`config.mk`:
```
export PLATFORM = sky130hd
export DESIGN_NAME = pgwalk_top
export DESIGN_NICKNAME = d
export VERILOG_FILES = /design/src/rtl/pgwalk_pkg.sv /design/src/rtl/pgwalk_addr.sv /design/src/rtl/pgwalk_perm.sv /design/src/rtl/pgwalk_top.sv
export SDC_FILE = /design/constraint.sdc
export NUM_CORES = 1
export LEC_CHECK = 0
export BUFFER_PORTS_ARGS = -buffer_cell sky130_fd_sc_hd__buf_2
export CORE_ASPECT_RATIO = 0.75
export CORE_MARGIN = 1.5
export CORE_UTILIZATION = 30
export CTS_BUF_LIST = sky130_fd_sc_hd__clkbuf_8
export DETAILED_ROUTE_END_ITERATION = 8
export GPL_ROUTABILITY_DRIVEN = 0
export PLACE_DENSITY = 0.56
export RECOVER_POWER = 25
export SLEW_MARGIN = 30
export SYNTH_ARGS = -nofsm -noshare
export SYNTH_HDL_FRONTEND = slang
export SYNTH_SLANG_ARGS = --single-unit
```
`constraint.sdc`:
```
create_clock -name clk -period 4.6 [get_ports clk]
set_input_delay 0.92 -clock clk [delete_from_list [all_inputs] [get_ports clk]]
set_output_delay 0.92 -clock clk [all_outputs]
set_load 0.02 [all_outputs]
```
`src/rtl/pgwalk_pkg.sv`:
```
package pgwalk_pkg;

    localparam int VA_W   = 32;
    localparam int ENT_W  = 32;
    localparam int PA_W   = 36;
    localparam int CTX_W  = 4;
    localparam int LVL_W  = 2;
    localparam int OFF_W  = 12;
    localparam int PPN_W  = ENT_W - 8;
    localparam int BASE_SH = PA_W - ENT_W;
    localparam logic [LVL_W-1:0] LAST_LVL = LVL_W'(3);

    localparam logic [ENT_W-1:0] USED_BIT  = ENT_W'(32'h20);
    localparam logic [ENT_W-1:0] DIRTY_BIT = ENT_W'(32'h40);

    typedef enum logic [1:0] {ET_INV, ET_PTR, ET_LEAF, ET_RSVD} ent_type_e;
    typedef enum logic [1:0] {AK_READ, AK_WRITE, AK_EXEC, AK_RSVD} acc_kind_e;
    typedef enum logic [1:0] {FS_NONE, FS_TYPE, FS_PROT, FS_UNUSED} fault_e;
    typedef enum logic [1:0] {S_IDLE, S_READ, S_WBACK, S_RESP} walk_st_e;

    typedef struct packed {
        logic [CTX_W-1:0] ctx;
        logic [ENT_W-1:0] ctp;
        logic [VA_W-1:0]  va;
        acc_kind_e        kind;
        logic             user;
    } walk_req_t;

    typedef struct packed {
        logic [PPN_W-1:0] ppn;
        logic             cach;
        logic             dirty;
        logic             used;
        logic [2:0]       rights;
        ent_type_e        et;
    } leaf_t;

    function automatic logic [PA_W-1:0] tbl_base(input logic [ENT_W-1:0] e);
        logic [PA_W-1:0] b;
        b = {{BASE_SH{1'b0}}, e[ENT_W-1:2], 2'b00};
        return b << BASE_SH;
    endfunction

endpackage

```
`src/rtl/pgwalk_addr.sv`:
```
module pgwalk_addr
    import pgwalk_pkg::*;
(
    input  logic [LVL_W-1:0] lvl,
    input  walk_req_t        rq,
    input  logic [ENT_W-1:0] ptr,
    output logic [PA_W-1:0]  addr
);
    logic [PA_W-1:0] base;
    logic [7:0]      idx;

    always_comb begin
        base = tbl_base(ptr);
        idx  = '0;
        case (lvl)
            2'd0: begin
                base = tbl_base(rq.ctp);
                idx  = 8'(rq.ctx);
            end
            2'd1: idx = rq.va[31:24];
            2'd2: idx = 8'(rq.va[23:18]);
            default: idx = 8'(rq.va[17:12]);
        endcase
        addr = base + PA_W'({idx, 2'b00});
    end
endmodule

```
`src/rtl/pgwalk_perm.sv`:
```
module pgwalk_perm
    import pgwalk_pkg::*;
(
    input  logic [2:0] rights,
    input  acc_kind_e  kind,
    input  logic       user,
    output logic       ok
);
    // one bit per rights code, bit n = code n
    localparam logic [7:0] USR_R = 8'b0010_1111;
    localparam logic [7:0] USR_W = 8'b0000_1010;
    localparam logic [7:0] USR_X = 8'b0001_1100;
    localparam logic [7:0] SUP_R = 8'b1110_1111;
    localparam logic [7:0] SUP_W = 8'b1010_1010;
    localparam logic [7:0] SUP_X = 8'b1101_1100;

    logic [7:0] m_r, m_w, m_x, sel;

    always_comb begin
        m_r = user ? USR_R : SUP_R;
        m_w = user ? USR_W : SUP_W;
        m_x = user ? USR_X : SUP_X;
        case (kind)
            AK_READ:  sel = m_r;
            AK_WRITE: sel = m_w;
            AK_EXEC:  sel = m_x;
            default:  sel = 8'h00;
        endcase
        ok = sel[rights];
    end
endmodule

```
`src/rtl/pgwalk_top.sv`:
```
module pgwalk_top
    import pgwalk_pkg::*;
(
    input  logic        clk,
    input  logic        rst,
    input  logic        req_valid,
    output logic        req_ready,
    input  logic [3:0]  req_ctx,
    input  logic [31:0] req_ctp,
    input  logic [31:0] req_va,
    input  logic [1:0]  req_kind,
    input  logic        req_user,
    output logic        mem_req,
    output logic        mem_we,
    output logic [35:0] mem_addr,
    output logic [31:0] mem_wdata,
    input  logic [31:0] mem_rdata,
    input  logic        mem_ack,
    output logic        resp_valid,
    output logic [1:0]  resp_fault,
    output logic [1:0]  resp_level,
    output logic [35:0] resp_pa,
    output logic        resp_cacheable
);
    walk_st_e         st;
    logic [LVL_W-1:0] lvl;
    walk_req_t        rq;
    logic [ENT_W-1:0] ptr;
    logic [ENT_W-1:0] upd;
    fault_e           flt_q;
    logic [PA_W-1:0]  pa_q;
    logic             cach_q;

    leaf_t            rd_leaf;
    ent_type_e        rd_type;
    logic             perm_ok;
    logic [ENT_W-1:0] upd_next;

    assign rd_leaf = leaf_t'(mem_rdata);
    assign rd_type = rd_leaf.et;

    pgwalk_addr u_addr (
        .lvl  (lvl),
        .rq   (rq),
        .ptr  (ptr),
        .addr (mem_addr)
    );

    pgwalk_perm u_perm (
        .rights (rd_leaf.rights),
        .kind   (rq.kind),
        .user   (rq.user),
        .ok     (perm_ok)
    );

    always_comb begin
        upd_next = mem_rdata | USED_BIT;
        if (rq.kind == AK_WRITE) upd_next = upd_next | DIRTY_BIT;
    end

    always_ff @(posedge clk) begin
        if (rst) begin
            st     <= S_IDLE;
            lvl    <= '0;
            rq     <= '0;
            ptr    <= '0;
            upd    <= '0;
            flt_q  <= FS_NONE;
            pa_q   <= '0;
            cach_q <= 1'b0;
        end else begin
            case (st)
                S_IDLE: begin
                    if (req_valid) begin
                        rq.ctx  <= req_ctx;
                        rq.ctp  <= req_ctp;
                        rq.va   <= req_va;
                        rq.kind <= acc_kind_e'(req_kind);
                        rq.user <= req_user;
                        lvl     <= '0;
                        st      <= S_READ;
                    end
                end
                S_READ: begin
                    if (mem_ack) begin
                        if (lvl != LAST_LVL) begin
                            if (rd_type == ET_PTR) begin
                                ptr <= mem_rdata;
                                lvl <= lvl + LVL_W'(1);
                            end else begin
                                flt_q  <= FS_TYPE;
                                pa_q   <= '0;
                                cach_q <= 1'b0;
                                st     <= S_RESP;
                            end
                        end else if (rd_type != ET_LEAF) begin
                            flt_q  <= FS_TYPE;
                            pa_q   <= '0;
                            cach_q <= 1'b0;
                            st     <= S_RESP;
                        end else if (!perm_ok) begin
                            flt_q  <= FS_PROT;
                            pa_q   <= '0;
                            cach_q <= 1'b0;
                            st     <= S_RESP;
                        end else begin
                            flt_q  <= FS_NONE;
                            pa_q   <= {rd_leaf.ppn, rq.va[OFF_W-1:0]};
                            cach_q <= rd_leaf.cach;
                            upd    <= upd_next;
                            st     <= (upd_next != mem_rdata) ? S_WBACK : S_RESP;
                        end
                    end
                end
                S_WBACK: begin
                    if (mem_ack) st <= S_RESP;
                end
                default: st <= S_IDLE;
            endcase
        end
    end

    assign req_ready      = (st == S_IDLE);
    assign mem_req        = (st == S_READ) || (st == S_WBACK);
    assign mem_we         = (st == S_WBACK);
    assign mem_wdata      = upd;
    assign resp_valid     = (st == S_RESP);
    assign resp_fault     = flt_q;
    assign resp_level     = lvl;
    assign resp_pa        = pa_q;
    assign resp_cacheable = cach_q;

endmodule

```
==> metrics.md, run 1 <==
| Metric | Value |
|---|---|
| Status | finished, final reports clean |
| Final hold violations | 0 |
| Initial Utilization | 30.4% |
| Combinational power share | 24.0% |
| Net Sw Power | 1380 uW |
| CP cell instances | inv_2 > ha_4 > a22oi_1 > o21ai_0 > inv_1 > fa_1 > nor2b_2 > o221a_2 > and3_1 > or4b_1 > xor2_1 > buf_4 |
| Unrepaired setup endpoints after global routing | true |
| WHS | 460 ps |
| Critical path class | flip-flop to primary output |
| Unique masters post-synth | 55 |
| Top_reg_cell synth | dfxtp_1 |
| Average routed wire per standard cell | 16.1 um |
| Worst EP required | 3680 ps |
| Nets@finish | 1267 |
| Dpl ws | 294 ps |
| Clock latency on the worst-skew pair | 490 ps |
| Core Region | 0.0248 mm2 |
| Crit. End Element | primary output |
| Die H | 140 um |
| Seq cells post-synth | 174 |
| Avg Cell Area, Syn | 7.87 um2 |
| Pint | 2400 uW |
| Synth area leaders | dfxtp_1 (46%), nand2_1 (15%), a21oi_1 (11%) |
| Worst Clk Skew | 16.7 ps |
| # setup viols final | 0 |
| Vias in the first global route | 6568 |
| Die area | 0.0261 mm2 |
| Layout Area Growth over Synthesis | 23.3% |
| Die width | 186 um |
| Pre-antenna DRT Iters | 5 |
| Post-Route WL | 24000 um |
| Hold Path Class | flip-flop to flip-flop |
| PD cells | 406 mW/mm2 |
| Io pins | 220 |
| CP max-delay cell | fa_1 |
| All-Layer GR Usage | 18.4% |
| Share of post-route cells with drive strength above 1 | 20.0% |
| Area leader, netlist | dfxtp_1 |
| WP data arrival | 3530 ps |
| Period minus WS final | 4450 ps |
| Clk pwr share | 29.9% |
| Flop pwr share | 46.1% |
| FMAX | 0.225 GHz |
| Drt first-iter violations | 435 |
| CTS tree | yes |
| DR DRC count | 0 |
| Slowest Stage Delay on Critical Path | 490 ps |
| Row cnt | 50 |
| Fill count | 2704 |
| Vias per cell | 4.75 |
| Placed instance area | 0.00888 mm2 |
| Final setup TNS | 0 ps |
| Port Buf Inserts | 215 |
| Hold bufs inserted after CTS | 0 |
| Cell leakage power | 0.00361 uW |
| H-Tree Level Count | 4 |
| Antenna-violating nets left | 0 |
| Synth warn | 0 |
| FFs w/ async S/R, synth | 0% |
| Sw frac | 36.4% |
| Post-synth top area share | 46.2% |
| Finished Cell Area | 0.00930 mm2 |
| Sink Count | 174 |
| Max VDD drop | 0.000204 V |
| Least-Margin Pin Slew | 1390 ps |
| Root cell of the clock tree | clkbuf_8 |
| Gr ovfl total | 0 |
| Startpoint types | flip-flop |
| Slew headroom | 7.10% |
| Clock Tree Buf Depth | 2 |
| Post-synth EDFFs | 0 |
| Clock transition at the registers of the reported paths | 110 ps |
| Synth Cell Area | 0.00754 mm2 |
| Max_cap viols | 0 |
| Cells after Synth | 958 |
| Detailed placement HPWL | 17200 um |
| Pins Over Slew Limit | 0 |
| First-pass GRT wire length | 36800 um |
| Total CTS buffers | 17 |
| CP Max Fanout | 5 |
| Period utilization | 96.8% |
| Antenna violations before repair | 3 |
| Sequential-to-total area share from yosys stat | 46.2% |
| PnR worst setup slack | 146 ps |
| Largest net degree at the start of global routing | 94 |
| Vias | 7110 |
## critical path: cells and delay by family, from the launching register on
family,cells,cell delay (ps)
compound gates,3,610
simple gates,3,840
flops,1,370
buf+inv,3,390
xor+xnor,1,180
fa+ha+maj,2,670
## power groups by stage
stage	sequential, uW	clock, uW	combinational [uW]
final	1740	1130	908
after global routing	1760	1230	1010
after CTS	1740	1170	917
after detailed placement	1780	0	913
after global placement	1770	0	906
after floorplan	1750	0	627
## repair_timing
item	in CTS	in global routing
setup endpoints to repair	4	15
pin swaps	1	1
resized for setup	11	6
cloned	0	0
setup buffers	1	1
## cell usage after synthesis, drive strengths merged (15+ instances only)
cell type / n
inv: 16
nor2: 38
buf: 25
xnor2: 17
o21ai: 18
a22oi: 17
clkbuf: 36
xor2: 15
mux2i: 26
nand2: 311
a21oi: 162
dfxtp: 174
## state kept, by name, summed over array words and instances (netlist names)
register and flops:
mem_wdata 32, ptr 30, resp_cacheable 1, resp_fault 2
resp_level 2, resp_pa 36, rq 69, st 2
## area by class of cell
type	count	area, um2	area share (%)
antenna	1	2.50	0.0269
clock buffer	17	234	2.52
clock inverter	15	174	1.87
inverter	16	62.6	0.673
multi-input combinational	708	3790	40.8
sequential	174	3490	37.5
tap	338	423	4.55
timing repair buffer	229	1120	12.0
## logic make-up (layout without fill, tap and decap cells)
group / count (synthesis) / count (layout) / synth area share, %
mux: 31 / 31 / 4.20
fa+ha+maj: 14 / 14 / 2.42
flops: 174 / 174 / 46.2
xor+xnor: 32 / 32 / 3.72
compound gates: 222 / 222 / 16.7
other cells: 1 / 3 / 0.0497
simple gates: 407 / 407 / 22.3
buf+inv: 77 / 277 / 4.43
## metal layers
layer	global-route usage [%]	vias to the layer above	part of all wire [%]
li1	-	3583	-
met4	4.33	4	0.80
met5	0	-	0.15
met2	25.4	170	40
met3	6.14	15	6.7
met1	27.3	3338	52
## placed cells by master (no fill, tap or decap), types with 3 or more instances in the layout
master	count
nand2_1	309
dfxtp_1	172
a21oi_1	162
buf_2	154
clkbuf_1	59
nor2_1	37
mux2i_1	26
a22oi_1	17
o21ai_0	17
xnor2_1	17
clkbuf_8	17
xor2_1	15
inv_1	14
buf_4	14
nand3_1	12
nor3_1	10
ha_1	8
mux2_2	5
nand4_1	4
nand2b_1	4
a222oi_1	4
inv_8	4
nor2b_1	3
or2_2	3
nor3b_1	3
ha_4	3
clkinvlp_4	3
inv_6	3
## worst paths after layout
path / start / to / slack [ps] / cells after the start
worst max-delay path: resp_level[1]$_SDFFE_PP0P_ / mem_addr[26] / 150 / 12
worst min-delay path: resp_pa[35]$_SDFFE_PP0P_ / resp_pa[35]$_SDFFE_PP0P_ / 460 / 2
worst max register to register: st[0]$_SDFFE_PP0P_ / rq[45]$_SDFFE_PP0P_ / 1870 / 6
worst min register to register: resp_pa[35]$_SDFFE_PP0P_ / resp_pa[35]$_SDFFE_PP0P_ / 460 / 2
## per-stage QoR
step,total power (uW),util (%),cells
3_3_place_gp,2680,35.8,1463
3_5_place_dp,2690,35.8,1463
6_report,3780,37.4,1498
5_1_grt,4000,37.4,1497
4_1_cts,3820,37.6,1496
2_1_floorplan,2370,-,959
Note: power is estimated with default switching activity, not from simulation.
==> run 2: changes to the inputs <==
ABC_AREA = 1   (was unset)
==> metrics.md, run 2 <==
| Metric | Value |
|---|---|
| Detailed placement HPWL | 18600 um |
| Hold depth | 2 |
| Commonest non-fill, non-tap cell in the layout | nand2_1 |
| CTS tree | yes |
| Unique masters post-synth | 38 |
| Met1 wire length | 12900 um |
| Sequential-to-total area share from yosys stat | 44.1% |
| Top_reg_cell synth | dfxtp_1 |
| Worst R2R Setup Slack | 1420 ps |
| Dpl ws | 704 ps |
| Pint | 2780 uW |
| Clock latency on the worst-skew pair | 460 ps |
| Core Region | 0.0259 mm2 |
| Port Buf Inserts | 215 |
| FMAX | 0.234 GHz |
| Post-synth EDFFs | 0 |
| Core Util, Final | 36.6% |
| Post-synth top area share | 44.1% |
| CP Max Fanout | 8 |
| Cells after Synth | 1091 |
| Clock transition at the registers of the reported paths | 100 ps |
| Vias in the first global route | 6872 |
| Slew headroom | 36.1% |
| Flop pwr share | 36.2% |
| Worst Clk Skew | 22.9 ps |
| Worst path bufs/invs | 5 |
| Met3 WL | 2170 um |
| Slowest Stage Delay on Critical Path | 420 ps |
| Post-Route WL | 24800 um |
| First-pass GRT wire length | 38100 um |
| Synth warn | 0 |
| Period utilization | 93.1% |
| Clock Tree Buf Depth | 2 |
| Nets@finish | 1397 |
| CP cell instances | inv_1 > ha_1 > a221o_1 > o21ai_0 > inv_1 > ha_1 > inv_1 > fa_1 > o21ai_1 > buf_4 > nand2_2 > nor3_4 > nand2_1 > xor2_1 > buf_2 |
| Post-synth top cells | nand2_1 (227), dfxtp_1 (174), nor2_1 (167) |
| Die area | 0.0273 mm2 |
| PD cells | 527 mW/mm2 |
| Antenna-violating nets left | 0 |
| Hold Path Class | flip-flop to flip-flop |
| Final setup TNS | 0 ps |
| PnR worst setup slack | 318 ps |
| Total CTS buffers | 17 |
| Area leader, netlist | dfxtp_1 |
| Delay-heaviest family, CP | adder cells |
| Sink Count | 174 |
| Status | finished, final reports clean |
| CP max-delay cell | fa_1 |
| Top Metal Used | met4 |
| Worst r2r dst | resp_pa[26]$_SDFFE_PP0P_ |
| Unrepaired setup endpoints after global routing | false |
| Combinational power share | 42.2% |
| Drt first-iter violations | 494 |
| Pins Over Slew Limit | 0 |
| Critical path class | flip-flop to primary output |
| Vias | 7503 |
| # setup viols final | 0 |
| Postcts setup bufs | 0 |
| Largest Register | rq |
| Crit. End Element | primary output |
| Initial Utilization | 30.5% |
| Avg Cell Area, Syn | 7.23 um2 |
| Pre-antenna DRT Iters | 5 |
| Layout Area Growth over Synthesis | 20.2% |
| Final hold violations | 0 |
| Most frequent cells in the layout | nand2_1 (227), dfxtp_1 (174), nor2_1 (168) |
| Antenna violations before repair | 2 |
| Cell leakage power | 0.00391 uW |
| Net Sw Power | 2220 uW |
| Synth area leaders | dfxtp_1 (44%), nand2_1 (11%), nor2_1 (7.9%) |
| DR DRC count | 0 |
| WHS | 462 ps |
| Gr ovfl total | 0 |
| Routed wl met2 | 9470 um |
| Worst EP required | 3680 ps |
| All-Layer GR Usage | 18.2% |
| Worst path most repeated cell | inv_1 |
| FF-to-FF path depth | 8 |
| Sw frac | 44.3% |
| Hold wc startpoint | rq[66]$_SDFFE_PP0P_ |
| Root cell of the clock tree | clkbuf_8 |
| Startpoint types | flip-flop |
| WP data arrival | 3360 ps |
| Row cnt | 51 |
| Synth Cell Area | 0.00789 mm2 |
| Max FFs per register | 69 |
| Die H | 143 um |
| Max_cap viols | 0 |
| Vias per cell | 4.59 |
| Clk pwr share | 21.6% |
| Top-count cell post-synth | nand2_1 |
| Max VDD drop | 0.000250 V |
| Die width | 190 um |
| R2r startpoint | resp_level[0]$_SDFFE_PP0P_ |
| Period minus WS final | 4280 ps |
| Least-Margin Pin Slew | 956 ps |
| Largest net degree at the start of global routing | 68 |
| Average routed wire per standard cell | 15.2 um |
| Seq cells post-synth | 174 |
| FFs w/ async S/R, synth | 0% |
| Share of post-route cells with drive strength above 1 | 19.7% |
| Hold Path End | rq[66]$_SDFFE_PP0P_ |
| H-Tree Level Count | 4 |
| Io pins | 220 |
run 2: cell types whose count changed in the layout (fill, tap and decap cells not counted), moves of 17 or more:
cell,before,now
a21oi_1,162,111
a22oi_1,17,0
inv_1,14,79
mux2i_1,26,0
nand2_1,309,227
nor2_1,37,168
nor2_2,1,20
o21ai_0,17,113
run 2: what timing repair did:
action | CTS | global route
hold buffers | 0 | 0
endpoints found under the setup margin | 0 | 5
gates resized for setup | 0 | 3
run 2: cell families (layout without fill, tap and decap cells):
family          Yosys count  after routing  share of synthesized area, %
compound gates          260            260                          17.5
xor+xnor                 17             17                          1.89
fa+ha+maj                14             14                          2.32
buf+inv                 151            348                          8.25
flops                   174            174                          44.1
other cells               1              4                        0.0475
simple gates            474            474                          25.8
run 2: worst max-delay path by stage:
stage,from,endpoint,cells after the start
final,resp_level[1]$_SDFFE_PP0P_,mem_addr[22],15
after global placement,resp_level[0]$_SDFFE_PP0P_,mem_addr[21],15
after CTS,resp_level[0]$_SDFFE_PP0P_,mem_addr[21],15
after floorplan,resp_level[0]$_SDFFE_PP0P_,mem_addr[22],15
after detailed placement,resp_level[0]$_SDFFE_PP0P_,mem_addr[21],15
after global routing,resp_level[0]$_SDFFE_PP0P_,mem_addr[28],12
run 2: power by group through the flow:
stage	clock network [uW]	registers, uW	logic (uW)
floorplan	0	1820	1570
global placement	0	1830	2120
detailed placement	0	1840	2130
CTS	1120	1810	2130
global route	1170	1830	2370
finish	1080	1810	2110
run 2: area by class of cell:
class,count,area (um2)
diodes,2,5.00
clock buffers,17,234
clock inverters,15,155
fillers,2899,16400
inverters,90,338
multi-input cells,767,3760
flip-flops and latches,174,3480
well taps,344,430
repair buffers,226,1070
run 2: stage by stage:
stage	instances	power (uW)	area (um2)
after floorplan	1092	3390	7890
after global placement	1601	3950	9180
after detailed placement	1601	3970	9180
after CTS	1633	5060	9560
after global routing	1634	5370	9480
final	1635	5000	9480
run 2: routing by layer:
metal,GRT usage (%),up-vias
li1,-,3869
met1,27.2,3399
met2,25.1,225
met3,5.86,10
met4,3.85,0
met5,0,-
run 2: worst register-to-register path: stages, from the launching register on:
cell and delay [ps]:
dfxtp_1 420, ha_1 320, clkbuf_1 320, nand3_1 200
nor2_1 290, nand3_4 370, inv_2 780, nand2_1 230
a21oi_1 180
==> run 3: changes to the inputs <==
CTS_BUF_LIST = sky130_fd_sc_hd__clkbuf_4 sky130_fd_sc_hd__clkbuf_8   (was sky130_fd_sc_hd__clkbuf_8)
SYNTH_HIERARCHICAL = 1   (was unset)
==> metrics.md, run 3 <==
| Metric | Value |
|---|---|
| Least-Margin Pin Slew | 2630 ps |
| Initial Utilization | 30.6% |
| Period utilization | 91.1% |
| PD cells | 459 mW/mm2 |
| Hold Path Class | flip-flop to flip-flop |
| FMAX | 0.239 GHz |
| Antenna violations before repair | 1 |
| Worst Clk Skew | 21.8 ps |
| Io pins | 220 |
| Vias | 7581 |
| Max_cap viols | 2 |
| Average routed wire per standard cell | 14.5 um |
| Final setup TNS | 0 ps |
| Unrepaired setup endpoints after global routing | false |
| Critical path class | flip-flop to primary output |
| Postcts setup bufs | 0 |
| Finished Cell Area | 0.00955 mm2 |
| Core Region | 0.0260 mm2 |
| Largest net degree at the start of global routing | 71 |
| Synth Cell Area | 0.00795 mm2 |
| Share of post-route cells with drive strength above 1 | 22.1% |
| Worst EP required | 3680 ps |
| Antenna-violating nets left | 0 |
| Die area | 0.0275 mm2 |
| Die width | 191 um |
| Crit. End Element | primary output |
| Startpoint types | flip-flop |
| Port Buf Inserts | 215 |
| Hold bufs inserted after CTS | 0 |
| Row cnt | 51 |
| Failing checks | capacitance limit, slew limit |
| Clock latency on the worst-skew pair | 480 ps |
| Gr ovfl total | 0 |
| Pre-antenna DRT Iters | 5 |
| Vias in the first global route | 6731 |
| Total CTS buffers | 17 |
| CTS tree | yes |
| Final hold violations | 0 |
| Slew headroom | -75.2% |
| Clock Tree Buf Depth | 2 |
| Max FFs per register | 69 |
| All-Layer GR Usage | 17.3% |
| Clock transition at the registers of the reported paths | 90 ps |
| Pins Over Slew Limit | 111 |
| Synth warn | 6 |
| Most frequent cells in the layout | nand2_1 (278), nor2_1 (241), buf_2 (182) |
| Nets@finish | 1430 |
| # setup viols final | 0 |
| DR DRC count | 0 |
| Crit. Startpoint | resp_level[1]$_SDFFE_PP0P_ |
| Die H | 144 um |
| WP data arrival | 3270 ps |
| Hold wc startpoint | mem_wdata[0]$_SDFFE_PP0P_ |
| H-Tree Level Count | 4 |
| Sink Count | 174 |
| R2r startpoint | st[0]$_SDFFE_PP0P_ |
| Total power draw | 4380 uW |
| Period minus WS final | 4190 ps |
| Detailed placement HPWL | 17800 um |
| # resized after CTS | 0 |
| Avg Cell Area, Syn | 7.04 um2 |
| Max VDD drop | 0.000227 V |
| Root cell of the clock tree | clkbuf_8 |
| Cell leakage power | 0.00427 uW |
| Layout Area Growth over Synthesis | 20.1% |
| Vias per cell | 4.54 |
| Commonest non-fill, non-tap cell in the layout | nand2_1 |
| Drt first-iter violations | 447 |
| Placed instance area | 0.00917 mm2 |
| Post-Route WL | 24300 um |
| Status | finished with violations |
| CP Max Fanout | 29 |
| Cells after Synth | 1129 |
| First-pass GRT wire length | 36400 um |
| Largest Register | rq |
-- run 3: cell types whose count changed in the layout (fill, tap and decap cells not counted), moves of 8 or more --
cell | previous run | this run
nor2_1 | 168 | 241
nand2_1 | 227 | 278
a21oi_1 | 111 | 77
buf_2 | 149 | 182
clkbuf_1 | 67 | 35
inv_1 | 79 | 50
nand2_2 | 6 | 28
nor2_2 | 20 | 10
o21ai_1 | 12 | 2
o21ai_2 | 8 | 0
-- run 3: power by group --
group	switching, uW	internal [uW]	leakage, uW
clock	567	584	0.000208
combinational	963	442	0.00264
sequential	120	1700	0.00142
-- run 3: worst max-delay path, cell delays in order, from the launching register on --
cell	delay, ps
dfxtp_2	470
inv_2	110
nand2_8	200
nand2_1	80
nand2_1	60
ha_1	150
inv_1	50
fa_1	400
inv_1	70
nand3_1	60
nand2_1	220
nand3_1	180
nor2_2	260
nand3_1	140
xnor2_1	170
buf_2	190
-- run 3: final cells by class --
class,count,area [um2]
fill,2891,16400
clock inverter,9,135
tap,344,430
timing repair buffer,224,1090
multi-input combinational,833,3880
clock buffer,23,285
sequential,174,3480
antenna,1,2.50
inverter,62,234
-- run 3: stage by stage --
stage	instances	util (%)	worst slack (ps)	hold slack (ps)
4_1_cts	1669	36.9	78.9	448
5_1_grt	1669	36.8	113	476
2_1_floorplan	1130	-	752	439
3_5_place_dp	1637	35.3	618	435
6_report	1670	36.8	411	447
3_3_place_gp	1637	35.3	687	434
-- run 3: per-layer routing --
metal | part of all wire [%] | vias to the layer above | track usage, % | wire (um)
met4 | 0.96 | 0 | 4.56 | 233
met1 | 49 | 3434 | 24.0 | 11900
met2 | 44 | 207 | 26.8 | 10600
li1 | - | 3922 | - | -
met5 | 0 | - | 0 | 0
met3 | 6.4 | 18 | 4.25 | 1560
-- run 3: worst paths after layout --
path	endpoint	cells after the start	slack [ps]
worst max-delay path	mem_addr[22]	15	410
worst min register to register	mem_wdata[0]$_SDFFE_PP0P_	2	450
worst max register to register	rq[66]$_SDFFE_PP0P_	6	1140
worst min-delay path	mem_wdata[0]$_SDFFE_PP0P_	2	450
